--- src/rtl/ecc_dec_irq_pkg.sv ---
package ecc_dec_irq_pkg;
   // register addresses
   localparam int unsigned ADR_IEN  = 0;
   localparam int unsigned ADR_CTRL = 1;
   localparam int unsigned ADR_SCNT = 2;
   localparam int unsigned ADR_DONE = 3;
   localparam int unsigned ADR_STS  = 4;
   // control write codes
   localparam int unsigned CODE_START = 1;
   localparam int unsigned CODE_STOP  = 2;
endpackage

--- src/rtl/eds_done_track.sv ---
module eds_done_track #(
   parameter int unsigned NSEC  = 16,
   parameter int unsigned IDX_W = 4,
   parameter int unsigned CNT_W = 5
) (
   input  logic             clk,
   input  logic             rst,
   input  logic             start,
   input  logic             stop,
   input  logic             sec_done,
   input  logic [IDX_W-1:0] sec_idx,
   input  logic [CNT_W-1:0] cnt_load,
   output logic             ev_ok,
   output logic             running,
   output logic             idle,
   output logic [NSEC-1:0]  done_mask
);
   logic             run_q;
   logic [CNT_W-1:0] rem_q;

   assign ev_ok   = sec_done && run_q && !start;
   assign running = run_q;
   assign idle    = (rem_q == '0);

   always_ff @(posedge clk) begin
      if (rst) begin
         run_q <= 1'b0;
         rem_q <= '0;
      end else if (start) begin
         run_q <= 1'b1;
         rem_q <= cnt_load;
      end else begin
         if (stop) run_q <= 1'b0;
         if (ev_ok && rem_q != '0) rem_q <= rem_q - 1'b1;
      end
   end

   for (genvar i = 0; i < NSEC; i++) begin : g_bit
      always_ff @(posedge clk) begin
         if (rst || start)
            done_mask[i] <= 1'b0;
         else if (ev_ok && sec_idx == IDX_W'(i))
            done_mask[i] <= 1'b1;
      end
   end
endmodule

--- src/rtl/eds_irq_status.sv ---
module eds_irq_status #(
   parameter bit IRQ_REG = 1'b1
) (
   input  logic clk,
   input  logic rst,
   input  logic clr_all,
   input  logic set_ev,
   input  logic rd_sts,
   input  logic wr_ien,
   input  logic ien_val,
   output logic sts,
   output logic ien,
   output logic irq
);
   logic sts_q, sts_nxt;
   logic ien_q, ien_nxt;

   always_comb begin
      ien_nxt = wr_ien ? ien_val : ien_q;
      if (clr_all)                sts_nxt = 1'b0;
      else if (set_ev)            sts_nxt = 1'b1;
      else if (rd_sts && ien_q)   sts_nxt = 1'b0;
      else                        sts_nxt = sts_q;
   end

   always_ff @(posedge clk) begin
      if (rst) begin
         sts_q <= 1'b0;
         ien_q <= 1'b0;
      end else begin
         sts_q <= sts_nxt;
         ien_q <= ien_nxt;
      end
   end

   assign sts = sts_q;
   assign ien = ien_q;

   if (IRQ_REG) begin : g_irq_ff
      logic irq_q;
      always_ff @(posedge clk) begin
         if (rst) irq_q <= 1'b0;
         else     irq_q <= sts_nxt & ien_nxt;
      end
      assign irq = irq_q;
   end else begin : g_irq_comb
      assign irq = sts_q & ien_q;
   end
endmodule

--- src/rtl/ecc_dec_irq_unit.sv ---
module ecc_dec_irq_unit
   import ecc_dec_irq_pkg::*;
#(
   parameter int unsigned DATA_W  = 16,
   parameter int unsigned ADDR_W  = 3,
   parameter int unsigned NSEC    = 16,
   parameter int unsigned IDX_W   = 4,
   parameter bit          IRQ_REG = 1'b1
) (
   input  logic              clk,
   input  logic              rst,
   input  logic [ADDR_W-1:0] bus_addr,
   input  logic              bus_rd,
   input  logic              bus_wr,
   input  logic [DATA_W-1:0] bus_wdata,
   output logic [DATA_W-1:0] bus_rdata,
   input  logic              sec_done,
   input  logic [IDX_W-1:0]  sec_idx,
   output logic              irq
);
   localparam int unsigned CNT_W = $clog2(NSEC + 1);

   if (NSEC < 1 || NSEC > DATA_W) begin : g_bad_nsec
      $error("NSEC must lie in 1..DATA_W");
   end
   if (ADDR_W < 3) begin : g_bad_addr
      $error("ADDR_W must be at least 3");
   end
   if (IDX_W < 1 || (1 << IDX_W) < NSEC) begin : g_bad_idx
      $error("IDX_W too narrow for NSEC");
   end

   logic sel_ien, sel_ctrl, sel_scnt, sel_done, sel_sts;
   logic start_w, stop_w;
   logic ev_ok, running, idle, sts, ien;
   logic [NSEC-1:0]  done_mask;
   logic [CNT_W-1:0] cnt_q;

   assign sel_ien  = (bus_addr == ADDR_W'(ADR_IEN));
   assign sel_ctrl = (bus_addr == ADDR_W'(ADR_CTRL));
   assign sel_scnt = (bus_addr == ADDR_W'(ADR_SCNT));
   assign sel_done = (bus_addr == ADDR_W'(ADR_DONE));
   assign sel_sts  = (bus_addr == ADDR_W'(ADR_STS));

   assign start_w = bus_wr && sel_ctrl && (bus_wdata == DATA_W'(CODE_START));
   assign stop_w  = bus_wr && sel_ctrl && (bus_wdata == DATA_W'(CODE_STOP));

   always_ff @(posedge clk) begin
      if (rst)                  cnt_q <= '0;
      else if (bus_wr && sel_scnt) cnt_q <= bus_wdata[CNT_W-1:0];
   end

   eds_done_track #(
      .NSEC (NSEC),
      .IDX_W(IDX_W),
      .CNT_W(CNT_W)
   ) u_track (
      .clk      (clk),
      .rst      (rst),
      .start    (start_w),
      .stop     (stop_w),
      .sec_done (sec_done),
      .sec_idx  (sec_idx),
      .cnt_load (cnt_q),
      .ev_ok    (ev_ok),
      .running  (running),
      .idle     (idle),
      .done_mask(done_mask)
   );

   eds_irq_status #(
      .IRQ_REG(IRQ_REG)
   ) u_sts (
      .clk    (clk),
      .rst    (rst),
      .clr_all(start_w),
      .set_ev (ev_ok),
      .rd_sts (bus_rd && sel_sts),
      .wr_ien (bus_wr && sel_ien),
      .ien_val(|bus_wdata),
      .sts    (sts),
      .ien    (ien),
      .irq    (irq)
   );

   always_comb begin
      bus_rdata = '0;
      if (sel_ien)       bus_rdata = DATA_W'(ien);
      else if (sel_ctrl) bus_rdata = DATA_W'({idle, running});
      else if (sel_scnt) bus_rdata = DATA_W'(cnt_q);
      else if (sel_done) bus_rdata = DATA_W'(done_mask);
      else if (sel_sts)  bus_rdata = DATA_W'(sts);
   end
endmodule

--- config.mk ---
export PLATFORM = sky130hd
export DESIGN_NAME = ecc_dec_irq_unit
export DESIGN_NICKNAME = d
export VERILOG_FILES = /design/src/rtl/ecc_dec_irq_pkg.sv /design/src/rtl/eds_done_track.sv /design/src/rtl/eds_irq_status.sv /design/src/rtl/ecc_dec_irq_unit.sv
export SDC_FILE = /design/constraint.sdc
export NUM_CORES = 1
export LEC_CHECK = 0
export BUFFER_PORTS_ARGS = -buffer_cell sky130_fd_sc_hd__buf_2
export CORE_MARGIN = 1
export CORE_UTILIZATION = 47
export CTS_BUF_LIST = sky130_fd_sc_hd__clkbuf_4
export DETAILED_ROUTE_END_ITERATION = 8
export MAX_ROUTING_LAYER = met4
export PLACE_DENSITY = 0.77
export SKIP_CTS_REPAIR_TIMING = 1
export SLEW_MARGIN = 20
export SYNTH_ARGS = -nofsm -noshare
export SYNTH_HDL_FRONTEND = slang
export SYNTH_SLANG_ARGS = --single-unit
export TNS_END_PERCENT = 100
--- constraint.sdc ---
create_clock -name clk -period 2.65 [get_ports clk]
set_input_delay 0.6625 -clock clk [delete_from_list [all_inputs] [get_ports clk]]
set_output_delay 0.6625 -clock clk [all_outputs]
set_load 0.02 [all_outputs]
==> results of run 1 <==
cells by family (layout without fill, tap and decap cells):
logic type / after synthesis / after routing
buffers and inverters: 12 / 63
DFF: 30 / 30
AOI/OAI and AO/OA: 33 / 33
and+or+nand+nor: 90 / 90
muxes: 10 / 10
adders and majority gates: 1 / 1
xor gates and xnor gates: 3 / 3
sequential cells by signal, summed over array words and instances (netlist names):
register and count:
u_track.done_mask 16, u_track.rem_q 5, u_sts.ien 1, u_sts.sts 1, cnt_q 5, u_sts.irq 1
u_track.running 1
area by class of cell:
type / count / area, um2 / area share (%)
flip-flops and latches: 30 / 602 / 32.7
clock buffers: 5 / 37.5 / 2.04
clock inverters: 3 / 63.8 / 3.47
well taps: 31 / 38.8 / 2.11
multi-input cells: 137 / 800 / 43.5
repair buffers: 50 / 278 / 15.1
inverters: 5 / 18.8 / 1.02
per-layer routing:
layer  track usage (%)  routed length, um  part of all wire, %  up-vias
li1                  -                  -                    -      731
met1              31.2               1680                   49      636
met5                 -                  0                    0        -
met4              10.2                 63                  1.8        0
met2              35.9               1540                   45       31
met3              4.69                130                  3.8        8
synthesized netlist by cell type, drive strengths merged:
library cell	n	area [um2]
nor2	40	150
and2	11	68.8
xnor2	2	17.5
a21boi	1	7.51
mux2	2	22.5
or3	1	11.3
a22oi	1	7.51
or4b	1	13.8
and3	1	6.26
o21ai	1	5.00
or2	1	6.26
a21oi	13	65.1
nor4b	2	17.5
nand2	12	45.0
a31oi	9	56.3
xor2	1	8.76
nor4	2	12.5
nor3b	3	22.5
or4	1	11.3
nand4	2	12.5
o21bai	1	7.51
dfxtp	30	601
inv	5	18.8
a211oi	4	30.0
nor3	9	45.0
ha	1	12.5
o311ai	1	8.76
buf	3	35.0
clkbuf	4	15.0
nand3	1	5.00
mux2i	8	80.1
o211ai	1	7.51
nand2b	2	15.0
nand3b	1	7.51
o22ai	1	6.26
metrics by stage:
step | power, W | std cells
floorplan | 0.000503 | 179
global placement | 0.000540 | 253
detailed placement | 0.000541 | 253
CTS | 0.000987 | 261
global route | 0.00102 | 261
finish | 0.000986 | 261
power by group through the flow:
stage / combinational, W / sequential (W) / clock, W
2_1_floorplan: 0.0000391 / 0.000464 / 0
3_3_place_gp: 0.0000747 / 0.000465 / 0
3_5_place_dp: 0.0000756 / 0.000465 / 0
4_1_cts: 0.0000763 / 0.000455 / 0.000456
5_1_grt: 0.0000846 / 0.000455 / 0.000483
6_report: 0.0000767 / 0.000455 / 0.000455
layout by cell type (no fill, tap or decap), types with 2 or more instances in the layout:
master     count
mux2_2         2
a211oi_1       4
nand4_1        2
nor3b_1        3
mux2i_1        8
xnor2_1        2
clkbuf_4       5
and2_1        11
a21oi_1       13
buf_2         44
dfxtp_1       29
nor3_1         9
bufinv_16      2
nand2_1       12
nor4_1         2
inv_1          5
buf_4          5
nor2_1        40
a31oi_1        9
worst min-delay path: stages, from the launching register on:
cell and delay (ns):
dfxtp_1 0.34, a31oi_1 0.04, nor2_1 0.06
path summary, 6_finish.rpt:
kind         cells after the start  slack [ns]                                 end
max                              8        0.14                        bus_rdata[1]
min                              2        0.47  u_track.done_mask[13]$_SDFFE_PP0P_
max reg2reg                      8        0.90       u_track.rem_q[3]$_SDFFE_PP0P_
min reg2reg                      2        0.47  u_track.done_mask[13]$_SDFFE_PP0P_
==> flow_metrics.py, run 1 <==
metrics = {
    "timing": {
        "slew_headroom_pct": 63.7,
        "hold_viol": 0,
        "clock.fmax_mhz": 398,
        "rsz0062_at_grt": "false",
        "worst_slew_pin_slew_ns": 0.541,
        "finClkSkew_ns": 0.00565,
        "slew_viol_final": 0,
        "finalCriticalPeriod_ns": 2.51,
        "whs_ns": 0.469,
        "setup_viol": 0,
        "setup_ws_ns": 0.137,
        "fin_crit_sh_pct": 94.8,
        "finalSetupTns_ns": 0,
    },
    "cells_and_area": {
        "fillers": 262,
        "stdcell_area_mm2": 0.00184,
        "drive_above_1_share_pct": 28.7,
        "num_antenna_cells": 0,
        "nets": 258,
        "post-route-util_pct": 64.4,
        "syn_to_final_growth_pct": 25.7,
    },
    "drt": {
        "firstDrtPassIters": 6,
        "vias_per_cell": 5.39,
        "ant_nets": 0,
        "drc": 2,
        "drtIter0Drc": 45,
        "num_vias": 1406,
        "wire_per_inst_um": 13.1,
        "drt_wl_total_um": 3410,
    },
    "die": {
        "core_mm2": 0.00285,
        "initial_utilization_pct": 51.3,
        "chipHeight_um": 57.8,
        "io_pins": 45,
        "die_x_um": 57.8,
        "dieArea_mm2": 0.00334,
        "rows": 19,
    },
    "worst_hold_path": {
        "min-delay-start": "u_track.done_mask[13]$_SDFFE_PP0P_",
        "hp-class": "register to register",
    },
    "worst_setup_path": {
        "worst_setup_path_start_kind": "register",
        "cp_slowest_cell": "dfxtp_1",
        "cp_cell_sequence": "inv_1 -> ha_1 -> nor4b_2 -> buf_4 -> mux2_2 -> a21oi_1 -> nor2_1 -> buf_2",
        "cp.required_ns": 1.99,
        "cp_slowest_stage_delay_ns": 0.37,
        "cp-end-kind": "output port",
        "critPathTopFamily": "flip-flops",
        "cp_max_fo": 3,
        "regToRegStartpoint": "u_track.rem_q[1]$_SDFFE_PP0P_",
        "cp.buffers_inverters": 3,
        "cp.arrival_ns": 1.85,
        "critical_path_class": "register to output port",
        "crit_path_start": "u_track.rem_q[1]$_SDFFE_PP0P_",
    },
    "cts": {
        "cts_sinks": 30,
        "ctsLongestPathBuffers": 2,
        "cts_root_buffer": "clkbuf_4",
        "clk_latency_ns": 0.33,
        "cts_tree": "done",
        "clk_pin_slew_worst_paths_ns": 0.10,
        "cts_buffers": 5,
        "htree_levels": 2,
    },
    "power_and_ir_drop": {
        "p_int_w": 0.000776,
        "swShare_pct": 21.3,
        "power_leakage_nw": 0.784,
        "p_switching_w": 0.000210,
        "comb_power_share_pct": 7.8,
        "pwr-share-clk_pct": 46.1,
        "powerDensity_mw_per_mm2": 536,
        "seqPwrFrac_pct": 46.1,
        "ir_drop_mv": 0.416,
    },
    "place": {
        "gp_congestion": 0.873,
        "placed_area_mm2": 0.00173,
        "port_buffers": 44,
        "place_worst_setup_slack_ns": -0.00575,
        "dpl.hpwl_um": 2560,
    },
    "logic_synthesis": {
        "synth_compound_area_share_pct": 13.8,
        "synth_top_family_by_area": "simple AND/OR/NAND/NOR gates",
        "ys_seq_area_share_pct": 41.1,
        "synth_area_mm2": 0.00146,
        "synth_fa_ha_area_share_pct": 0.855,
        "synth_xor_area_share_pct": 1.80,
        "synthSimpleGateAreaFrac_pct": 30.8,
        "syn_inst": 179,
        "yosys_warnings": 0,
        "syn_nets": 208,
        "synth_seq_cells": 30,
        "synthMuxAreaShare_pct": 7.01,
        "yosysUniqueCellTypes": 38,
        "syn-mean-instance-area_um2": 8.17,
    },
    "global_routing": {
        "grt_usage_pct": 23.8,
        "grt_first_pass_wirelength_um": 5870,
        "grt_pass1_vias": 1263,
        "grt_max_degree": 18,
        "antenna_found_initial": 0,
        "grt_remaining_overflow": 0,
    },
    "outcome": {
        "violations": "DRC",
        "run_status": "complete, but fails checks",
    },
    "job": {
        "cap_viol_max_count": 0,
    },
}
(Power assumes the default switching activity.)
==> inputs of run 2 (changes only) <==
--- a/config.mk
+++ b/config.mk
@@ -7,14 +7,15 @@
 export LEC_CHECK = 0
 export BUFFER_PORTS_ARGS = -buffer_cell sky130_fd_sc_hd__buf_2
 export CORE_MARGIN = 1
-export CORE_UTILIZATION = 47
+export CORE_UTILIZATION = 48
 export CTS_BUF_LIST = sky130_fd_sc_hd__clkbuf_4
 export DETAILED_ROUTE_END_ITERATION = 8
 export MAX_ROUTING_LAYER = met4
-export PLACE_DENSITY = 0.77
+export PLACE_DENSITY = 0.78
 export SKIP_CTS_REPAIR_TIMING = 1
 export SLEW_MARGIN = 20
 export SYNTH_ARGS = -nofsm -noshare
 export SYNTH_HDL_FRONTEND = slang
+export SYNTH_HIERARCHICAL = 1
 export SYNTH_SLANG_ARGS = --single-unit
 export TNS_END_PERCENT = 100
==> constraint.sdc (replaced) <==
create_clock -name clk -period 2.65 [get_ports clk]
set_input_delay 0.265 -clock clk [delete_from_list [all_inputs] [get_ports clk]]
set_output_delay 0.265 -clock clk [all_outputs]
set_load 0.02 [all_outputs]
==> run 2 against run 1 <==
The flow now finishes without violations. Utilization down 2.9 points. Setup slack better by 0.51 ns. Worst hold slack got worse by 0.26 ns. Sequential share of layout area shrank 0.53 points. Clock-buffer cell count unchanged. Maximum frequency up 25%. Final cell count up 1.5%. Combinational power shrank 8.9%. Clock power shrank 2%. Power shrank 1.4%. Die area up 1.7%. Critical path depth is 2 lower.
==> flow_metrics.py, run 2 <==
metrics = {
    "logic_synthesis": {
        "synth-async-reset-ratio_pct": 0,
        "synthMuxAreaShare_pct": 7.98,
        "synthSimpleGateAreaFrac_pct": 31.9,
        "synth_top_cell_area_share_pct": 39.5,
        "syn_nets": 204,
        "synth_commonest_cells": "nor2_1 (33), dfxtp_1 (30), a31oi_1 (18)",
        "synth_compound_area_share_pct": 14.4,
        "synth_top_cell_by_area": "dfxtp_1",
        "yosysMostFrequentCell": "nor2_1",
        "yosys_warnings": 6,
        "synth_xor_area_share_pct": 0.576,
        "synth_seq_cells": 30,
        "syn-mean-instance-area_um2": 8.69,
        "ys_seq_area_share_pct": 39.5,
        "synthTopCellsByArea": "dfxtp_1 (40%), nor2_1 (8.1%), a31oi_1 (7.4%)",
        "synthFlopType": "dfxtp_1",
        "yosysUniqueCellTypes": 41,
        "synth_top_family_by_area": "simple AND/OR/NAND/NOR gates",
        "syn_inst": 175,
        "synth_fa_ha_area_share_pct": 0.823,
        "synth_area_mm2": 0.00152,
        "synth_edf_count": 0,
    },
    "die": {
        "initial_utilization_pct": 50.2,
        "core_mm2": 0.00303,
        "chipHeight_um": 58.3,
        "rows": 20,
        "die_x_um": 58.3,
        "dieArea_mm2": 0.00340,
        "io_pins": 45,
    },
    "global_routing": {
        "grt_max_degree": 19,
        "grt_first_pass_wirelength_um": 5400,
        "grt_usage_pct": 21.8,
        "antenna_found_initial": 0,
        "grt_remaining_overflow": 0,
        "grt_pass1_vias": 1250,
    },
    "place": {
        "port_buffers": 44,
        "dpl.hpwl_um": 2520,
        "gp_congestion": 0.876,
    },
    "cells_and_area": {
        "largest_register_ffs": 16,
        "mostFrequentLayoutCells": "buf_2 (44), nor2_1 (33), dfxtp_1 (30)",
        "post-route-util_pct": 61.6,
        "largest_registers": "u_track/done_mask: 16 flops, cnt_q: 5 flops, u_track/rem_q: 5 flops",
        "fillers": 276,
        "nets": 249,
        "syn_to_final_growth_pct": 22.6,
        "multi_input_area_um2": 846,
        "final_common_cell": "buf_2",
        "regMostFlops": "u_track/done_mask",
        "seqCellArea_um2": 601,
        "num_antenna_cells": 0,
        "drive_above_1_share_pct": 27.1,
    },
    "worst_setup_path": {
        "regToRegStartpoint": "u_track/running$_SDFFE_PP0P_",
        "crit_path_start": "u_track/rem_q[0]$_SDFFE_PP0P_",
        "cp.arrival_ns": 1.74,
        "cp-end-kind": "output port",
        "critical_path_class": "register to output port",
        "ff2ff_path_depth": 3,
        "worst_setup_path_start_kind": "register",
        "cp_max_fo": 6,
        "cp.required_ns": 2.38,
    },
    "job": {
        "cap_viol_max_count": 0,
    },
    "cts": {
        "cts_buffers": 5,
        "clk_latency_ns": 0.32,
        "htree_levels": 2,
        "ctsLongestPathBuffers": 2,
        "cts_root_buffer": "clkbuf_4",
        "cts_sinks": 30,
        "clk_pin_slew_worst_paths_ns": 0.09,
        "cts_tree": "done",
    },
    "drt": {
        "drc": 0,
        "num_vias": 1433,
        "firstDrtPassIters": 4,
        "drt_wl_total_um": 3360,
        "ant_nets": 0,
        "wire_per_inst_um": 12.7,
        "drtIter0Drc": 61,
        "vias_per_cell": 5.41,
    },
    "outcome": {
        "run_status": "complete, no violations",
    },
    "timing": {
        "hold_viol": 0,
        "whs_ns": 0.206,
        "finClkSkew_ns": 0.00915,
        "finalCriticalPeriod_ns": 2.00,
        "clock.fmax_mhz": 499,
        "fin_crit_sh_pct": 75.6,
        "worst_slew_pin_slew_ns": 0.604,
        "slew_viol_final": 0,
        "rsz0062_at_grt": "false",
        "slew_headroom_pct": 59.7,
        "setup_viol": 0,
        "finalSetupTns_ns": 0,
    },
    "power_and_ir_drop": {
        "ir_drop_mv": 0.343,
        "powerDensity_mw_per_mm2": 522,
        "power_leakage_nw": 0.791,
    },
    "worst_hold_path": {
        "min_path_cells": 3,
        "min-delay-start": "bus_wdata[4]",
        "hp-class": "primary input to register",
    },
}
[run 2: routing by layer]
layer	wire (um)	track usage [%]	share of wire (%)
met2	1530	32.5	45
met3	139	5.36	4.1
met4	39	8.16	1.2
met1	1650	28.6	49
met5	0	-	0
[run 2: metrics by stage]
step | instance area [um2] | worst slack (ns) | instances | power, W
after global placement | 1760 | 0.509 | 257 | 0.000534
final | 1860 | 0.645 | 265 | 0.000972
after floorplan | 1520 | 0.480 | 175 | 0.000499
after detailed placement | 1760 | 0.464 | 257 | 0.000535
after CTS | 1860 | 0.658 | 265 | 0.000980
after global routing | 1860 | 0.561 | 265 | 0.00101
[run 2: final cells by class]
class | instances | area share, %
clock inverters | 3 | 3.42
inverters | 5 | 1.01
repair buffers | 47 | 13.0
multi-input cells | 131 | 45.4
flip-flops and latches | 30 | 32.2
clock buffers | 5 | 2.01
well taps | 44 | 2.95
[run 2: path summary, 6_finish.rpt]
kind,end,slack (ns)
worst max-delay path,bus_rdata[1],0.65
worst min-delay path,cnt_q[4]$_SDFFE_PP0P_,0.21
worst max register to register,u_track/rem_q[2]$_SDFFE_PP0P_,1.02
worst min register to register,u_track/done_mask[0]$_SDFFE_PP0P_,0.47
[run 2: kinds of logic (layout without fill, tap and decap cells)]
logic type,count (synthesis),count (layout)
adders and majority gates,1,1
xor gates and xnor gates,1,1
AOI/OAI and AO/OA,31,31
buffers and inverters,14,60
DFF,30,30
and+or+nand+nor,86,86
muxes,12,12
[run 2: where the power goes]
| group | internal (W) | switching (W) | total, W | leakage, nW |
|---|---|---|---|---|
| clock network | 0.000291 | 0.000157 | 0.000448 | 0.0528 |
| registers | 0.000453 | 0.00000199 | 0.000455 | 0.242 |
| logic | 0.0000292 | 0.0000407 | 0.0000699 | 0.497 |
[run 2: worst max-delay path: stages, from the launching register on]
cell and delay [ns]:
dfxtp_1 0.34, inv_1 0.06, ha_1 0.21, nor4b_4 0.34, nand3b_1 0.12, a21oi_1 0.17, buf_2 0.18
